## config.mk

```make
export PLATFORM = sky130hd
export DESIGN_NAME = trapcmp_unit
export DESIGN_NICKNAME = d
export VERILOG_FILES = /design/src/rtl/trapcmp_pkg.sv /design/src/rtl/trapcmp_relations.sv /design/src/rtl/trapcmp_select.sv /design/src/rtl/trapcmp_unit.sv
export SDC_FILE = /design/constraint.sdc
export NUM_CORES = 1
export LEC_CHECK = 0
export BUFFER_PORTS_ARGS = -buffer_cell sky130_fd_sc_hd__clkbuf_2
export CAP_MARGIN = 20
export CORE_ASPECT_RATIO = 1.25
export CORE_MARGIN = 8
export CORE_UTILIZATION = 35
export CTS_BUF_LIST = sky130_fd_sc_hd__clkbuf_16
export DETAILED_ROUTE_END_ITERATION = 6
export GPL_ROUTABILITY_DRIVEN = 0
export PLACE_DENSITY_LB_ADDON = 0.05
export SYNTH_ARGS = -nofsm -noshare
export SYNTH_HDL_FRONTEND = slang
export SYNTH_HIERARCHICAL = 1
export SYNTH_SLANG_ARGS = --single-unit
```

## constraint.sdc

```tcl
create_clock -name clk -period 6.32 [get_ports clk]
set_input_delay 0 -clock clk [delete_from_list [all_inputs] [get_ports clk]]
set_output_delay 0 -clock clk [all_outputs]
set_load 0.03 [all_outputs]
```

## src/rtl/trapcmp_pkg.sv

```systemverilog
package trapcmp_pkg;
    localparam int DATA_W   = 64;
    localparam int HALF_W   = DATA_W / 2;
    localparam int REL_N    = 5;
    localparam int CAUSE_W  = 4;
    localparam logic [CAUSE_W-1:0] CAUSE_TRAP = 4'h2;
    localparam logic [CAUSE_W-1:0] CAUSE_NONE = 4'h0;

    // Bit positions of each relation in mask and hit vectors
    localparam int BIT_LTS = 4;
    localparam int BIT_GTS = 3;
    localparam int BIT_EQ  = 2;
    localparam int BIT_LTU = 1;
    localparam int BIT_GTU = 0;

    typedef struct packed {
        logic                req;
        logic [CAUSE_W-1:0]  cause;
        logic [REL_N-1:0]    hits;
    } trap_state_t;
endpackage

```

## src/rtl/trapcmp_relations.sv

```systemverilog
module trapcmp_relations
    import trapcmp_pkg::*;
#(
    parameter int W  = DATA_W,
    parameter int HW = HALF_W
) (
    input  logic [W-1:0]     a,
    input  logic [W-1:0]     b,
    input  logic             wide,
    output logic [REL_N-1:0] rel
);
    localparam int XW = W + 1;

    logic [XW-1:0] sa, sb, ua, ub;

    // Extend to one extra bit so every compare can be done signed:
    // sign-extended forms give signed order, zero-extended forms unsigned.
    always_comb begin
        if (wide) begin
            sa = {a[W-1], a};
            sb = {b[W-1], b};
            ua = {1'b0, a};
            ub = {1'b0, b};
        end else begin
            sa = {{(XW-HW){a[HW-1]}}, a[HW-1:0]};
            sb = {{(XW-HW){b[HW-1]}}, b[HW-1:0]};
            ua = {{(XW-HW){1'b0}}, a[HW-1:0]};
            ub = {{(XW-HW){1'b0}}, b[HW-1:0]};
        end
    end

    always_comb begin
        rel          = '0;
        rel[BIT_LTS] = $signed(sa) < $signed(sb);
        rel[BIT_GTS] = $signed(sa) > $signed(sb);
        rel[BIT_EQ]  = ua == ub;
        rel[BIT_LTU] = $signed(ua) < $signed(ub);
        rel[BIT_GTU] = $signed(ua) > $signed(ub);
    end
endmodule

```

## src/rtl/trapcmp_select.sv

```systemverilog
module trapcmp_select
    import trapcmp_pkg::*;
(
    input  logic [REL_N-1:0] rel,
    input  logic [REL_N-1:0] mask,
    output logic [REL_N-1:0] hits,
    output logic             fire
);
    for (genvar i = 0; i < REL_N; i++) begin : g_gate
        assign hits[i] = rel[i] & mask[i];
    end
    assign fire = |hits;
endmodule

```

## src/rtl/trapcmp_unit.sv

```systemverilog
module trapcmp_unit
    import trapcmp_pkg::*;
#(
    parameter int DW = DATA_W
) (
    input  logic                clk,
    input  logic                rst_n,
    input  logic                op_valid,
    input  logic [DW-1:0]       op_a,
    input  logic [DW-1:0]       op_b,
    input  logic [REL_N-1:0]    cond_mask,
    input  logic                wide_mode,
    output logic                trap_req,
    output logic [CAUSE_W-1:0]  trap_cause,
    output logic [REL_N-1:0]    trap_hits
);
    localparam int HW = DW / 2;

    logic [REL_N-1:0] rel;
    logic [REL_N-1:0] hits;
    logic             fire;
    trap_state_t      state_d, state_q;

    trapcmp_relations #(.W(DW), .HW(HW)) u_rel (
        .a    (op_a),
        .b    (op_b),
        .wide (wide_mode),
        .rel  (rel)
    );

    trapcmp_select u_sel (
        .rel  (rel),
        .mask (cond_mask),
        .hits (hits),
        .fire (fire)
    );

    always_comb begin
        state_d       = '0;
        state_d.cause = CAUSE_NONE;
        if (op_valid) begin
            state_d.hits = hits;
            state_d.req  = fire;
            if (fire) begin
                state_d.cause = CAUSE_TRAP;
            end
        end
    end

    always_ff @(posedge clk) begin
        if (!rst_n) begin
            state_q <= '0;
        end else begin
            state_q <= state_d;
        end
    end

    assign trap_req   = state_q.req;
    assign trap_cause = state_q.cause;
    assign trap_hits  = state_q.hits;
endmodule

```

# Yosys cells after proc, flatten, opt, wreduce, memory -nomap -nowiden
# Index checks and enable logic that the tools add are counted.
dict set report word_totals {
  ramBits 0
  rom_bits 0
  latch_bits 0
  elab_cells 20
  input_bits 137
  mem_count 0
  ff_bits 10
  out_inout_bits 10
}
dict set report op_classes {
  n_bitwise 5
  n_mul 0
  addsub 0
  n_eq_ne 1
  mux 5
  n_reduce_logical 2
  n_div 0
  magnitude_cmp 4
  shift 0
}
# op n
set ops {}
lappend ops {{65-bit 2-to-1 mux} 2}
lappend ops {{64-bit 2-to-1 mux} 2}
lappend ops {{65-bit > comparator} 1}
lappend ops {{65-bit < comparator} 1}
lappend ops {{64-bit equality test} 1}
lappend ops {{64-bit > comparator} 1}
lappend ops {{64-bit < comparator} 1}
lappend ops {{1-bit AND} 5}
lappend ops {{5-bit OR reduction} 1}
lappend ops {{2-bit 2-to-1 mux} 1}
lappend ops {{2-bit AND reduction} 1}

# Depth between registers and ports, before layout
dict set report depth {
  depth_word 5
  ltp_mapped 16
  mapped_depth_nobuf 14
}

# Cells and area by module
# The synthesis kept the hierarchy.
# module cells_per_inst instances seq_area_each_um2 area_each_um2
set modules_own_cells {}
lappend modules_own_cells {trapcmp_relations 446 1 0.0 3000.4}
lappend modules_own_cells {trapcmp_unit 17 1 120.1 191.4}
lappend modules_own_cells {trapcmp_select 7 1 0.0 50.0}

# Worst setup path before layout
# OpenSTA, ideal clock, no wires.
dict set report synth_timing {
  path_type {input to register}
  startpoint {input wide_mode}
  endpoint {register state_q (netlist bit trap_cause[1])}
  required_time_ps 6205
  setup_time_ps 115
  setup_slack_ps 2934
  path_buffers 3
  stages 16
  arrival_ps 3271
  cell_sequence {clkbuf_1 -> nand2b_1 -> clkbuf_1 -> buf_1 -> nand2_1 -> ha_1 -> and3_1 -> a31o_1 -> o2bb2ai_1 -> o31ai_1 -> and4_4 -> o21ai_1 -> o21a_1 -> and2_1 -> or4_1 -> and3_1}
}
dict set report synth_via {
  elab_chain_len 5
  word_cells_on_any_way 16
  cone_classes {order compare (4); eq/ne (1); mux (5); bitwise (5); reduce/logical (1)}
}
# element line
set synth_rtl {}
lappend synth_rtl {{start, declared} trapcmp_unit.sv:12} ;# input logic wide_mode,
lappend synth_rtl {{65-bit 2-to-1 mux} trapcmp_relations.sv:19} ;# if (wide) begin
lappend synth_rtl {{65-bit > comparator (*)} trapcmp_relations.sv:35} ;# rel[BIT_GTS] = $signed(sa) > $signed(sb);
lappend synth_rtl {{net rel[3]} trapcmp_unit.sv:19} ;# logic [REL_N-1:0] rel;
lappend synth_rtl {{1-bit AND (*)} trapcmp_select.sv:10} ;# assign hits[i] = rel[i] & mask[i];
lappend synth_rtl {{net hits[3]} trapcmp_unit.sv:20} ;# logic [REL_N-1:0] hits;
lappend synth_rtl {{5-bit OR reduction (*)} trapcmp_select.sv:12} ;# assign fire = |hits;
lappend synth_rtl {{net fire} trapcmp_unit.sv:21} ;# logic fire;
lappend synth_rtl {{2-bit 2-to-1 mux (*)} trapcmp_unit.sv:44} ;# if (fire) begin
lappend synth_rtl {{end signal, assigned} trapcmp_unit.sv:54} ;# state_q <= state_d;
lappend synth_rtl {{end, declared} trapcmp_unit.sv:22} ;# trap_state_t state_d, state_q;
# The timed path passes the listed nets; every way through them passes the cells marked *.
# A chain may end at the register's enable or synchronous reset.

# Worst setup path in the final report
# Ends and elaborated chain as after synthesis.

==> results.ini <==
[clock_network]
path_clk_slew_ps = 30
cts_tree = done
clock-root-buffer = clkbuf_16
cts_buffer_depth = 2
cts_buffers = 3
cts_resized = 0
cts_hold_buffers = 0
post_cts_buffers = 0
htreeDepth = 1
clock-sinks = 6

[pwr]
power_frac_seq = 0.098
power.density_mw_per_mm2 = 100
p_comb_frac = 0.662
peakVddDrop_mv = 0.0772
switching_share = 0.400
power_leakage_nw = 2.47
switching_power_uw = 166
clock_power_share = 0.240
power.total_uw = 415
cell_internal_pwr_uw = 249

[flow_run]
drv_cap = 0

[synth]
synthFlopType = dfxtp_1
post-synth-top-count-cell = ha_1
synthCells = 470
synthesis.area_mm2 = 0.00324
avgSynthCellArea_um2 = 6.90
synth_edf_count = 0
seq_area_frac_synth = 0.0371
async_flop_share = 0
synth_area_leader_cell = ha_1
synth_common_cells = 96 x ha_1, 78 x nand2_1, 67 x a21oi_1
ys_seq_elements = 6
synth_top_cells_by_area = ha_1 37%, a21oi_1 10%, nand2_1 9.0%, inv_1 5.8%, and2_1 4.2%
yosys.cell_types.count = 45
yosysWarnings = 6
synth_top_area_frac = 0.371

[floorplanning]
core_mm2 = 0.00908
start_util = 0.357
die_h_um = 124
die_area_mm2 = 0.0126
num_rows = 39
die_x_um = 102
pin_count = 147

[finish]
register_area_um2 = 120
multiInputGateArea_mm2 = 0.00285
num-nets-final = 836
fillers = 981
drive_gt1_frac = 0.266
insertedDiodeCount = 0
area_growth_pct = 27.5

[drt]
post_drt_wl_per_cell_um = 13.8
drtIter0Drc = 142
viasPerCell = 5.00
final_antenna_net_count = 0
first_pass_iters = 4
routed_wl_mm = 9.96
drc = 0
vias = 3620

[placement]
dp_hpwl_mm = 8.84
io_buffers = 143

[critical_path]
crit_chain = clkbuf_2 > buf_4 > and2_1 > nand2b_1 > ha_1 > nand4_1 > nor4_2 > nor3b_2 > o31ai_1 > and4_4 > o22a_1 > o21a_1 > and2_1 > or4_1 > and3_1
worstSetupStartpointType = input port
crit_arrival_ps = 3500
crit_type = in2reg
cp.required_ps = 6430
critPathMaxFanout = 39
path_delay_family = simple AND/OR/NAND/NOR gates
endpoint_kind = register
cp_slowest_cell = or4_1
timing.critical_path.slowest_cell_delay_ps = 450
crit_top_cell = and2_1
crit_buf_inv = 2

[timing]
max_freq_ghz = 0.295
slew_headroom = 0.566
timing.final.crit_share = 0.536
slew_violations = 0
final.min_clock_period_ps = 3390
setup_violations = 0
hold_violations = 0
rsz0062_at_grt = no
tightest_slew_ps = 646
tns_ps = 0

[run_status]
status = finished clean

[global_routing]
antenna_found_initial = 0
grt_max_degree = 40
grtUsageTotal = 0.150
grt_pass1_vias = 3643
overflow = 0
grt_first_pass_wirelength_mm = 16.0

[min_path]
min_path_type = in2reg

## worst paths after layout
path	slack, ps	start	endpoint	depth (start not counted)
max	2930	wide_mode	trap_cause[1]	15
min	80	op_valid	trap_hits[2]	2
## cell usage in the layout (no fill, tap or decap), types with 6 or more instances in the layout
master,Yosys,final
a21o_1,10,10
a21oi_1,67,67
and2_1,22,22
and3_1,8,8
clkbuf_2,0,143
dfxtp_1,6,6
ha_1,96,96
inv_1,50,50
nand2_1,78,78
nand2b_1,19,19
nand3_1,13,13
nand4_1,16,16
nor2_1,11,10
o21ai_0,12,12
## stage by stage
stage	hold WS (ps)	setup slack [ps]	area (µm²)	util	std cells
final	75.6	2930	4130	0.455	724
after CTS	74.6	2940	4130	0.455	724
after global routing	98.5	2670	4130	0.455	724
after global placement	294	2800	4060	0.447	721
after detailed placement	301	2720	4060	0.447	721
after floorplan	146	2930	3250	-	472
## routing by layer
layer	wire length (µm)	track usage	up-vias	part of all wire
li1	-	-	1916	-
met1	4200	0.176	1598	0.42
met2	5050	0.287	104	0.51
met3	686	0.0196	2	0.069
met4	27	0.0129	0	0.0027
met5	0	0	-	0
## area by class of cell
class                   count  area share
repair buffers            147       0.180
clock buffers               3      0.0182
well taps                 123      0.0372
flip-flops and latches      6      0.0291
inverters                  50      0.0454
multi-input cells         395       0.690
## registers in the layout (all words and copies together) (netlist names)
signal	flops
trap_cause	1
trap_hits	5
## cell families (layout without fill, tap and decap cells)
kind of cell,Yosys count,count (layout),synth area share
compound gates,110,110,0.201
buf+inv,71,200,0.0868
flops,6,6,0.0371
fa+ha+maj,96,96,0.371
other cells,1,3,0.00116
xor+xnor,1,1,0.00270
simple gates,185,185,0.301
## power groups by stage
stage,Clock (mW),Combinational (mW),Sequential (mW)
final,0.0994,0.274,0.0408
after global routing,0.103,0.318,0.0410
after CTS,0.101,0.278,0.0409
after detailed placement,0,0.276,0.0414
after global placement,0,0.273,0.0414
after floorplan,0,0.180,0.0451
Note: power is estimated with default switching activity, not from simulation.
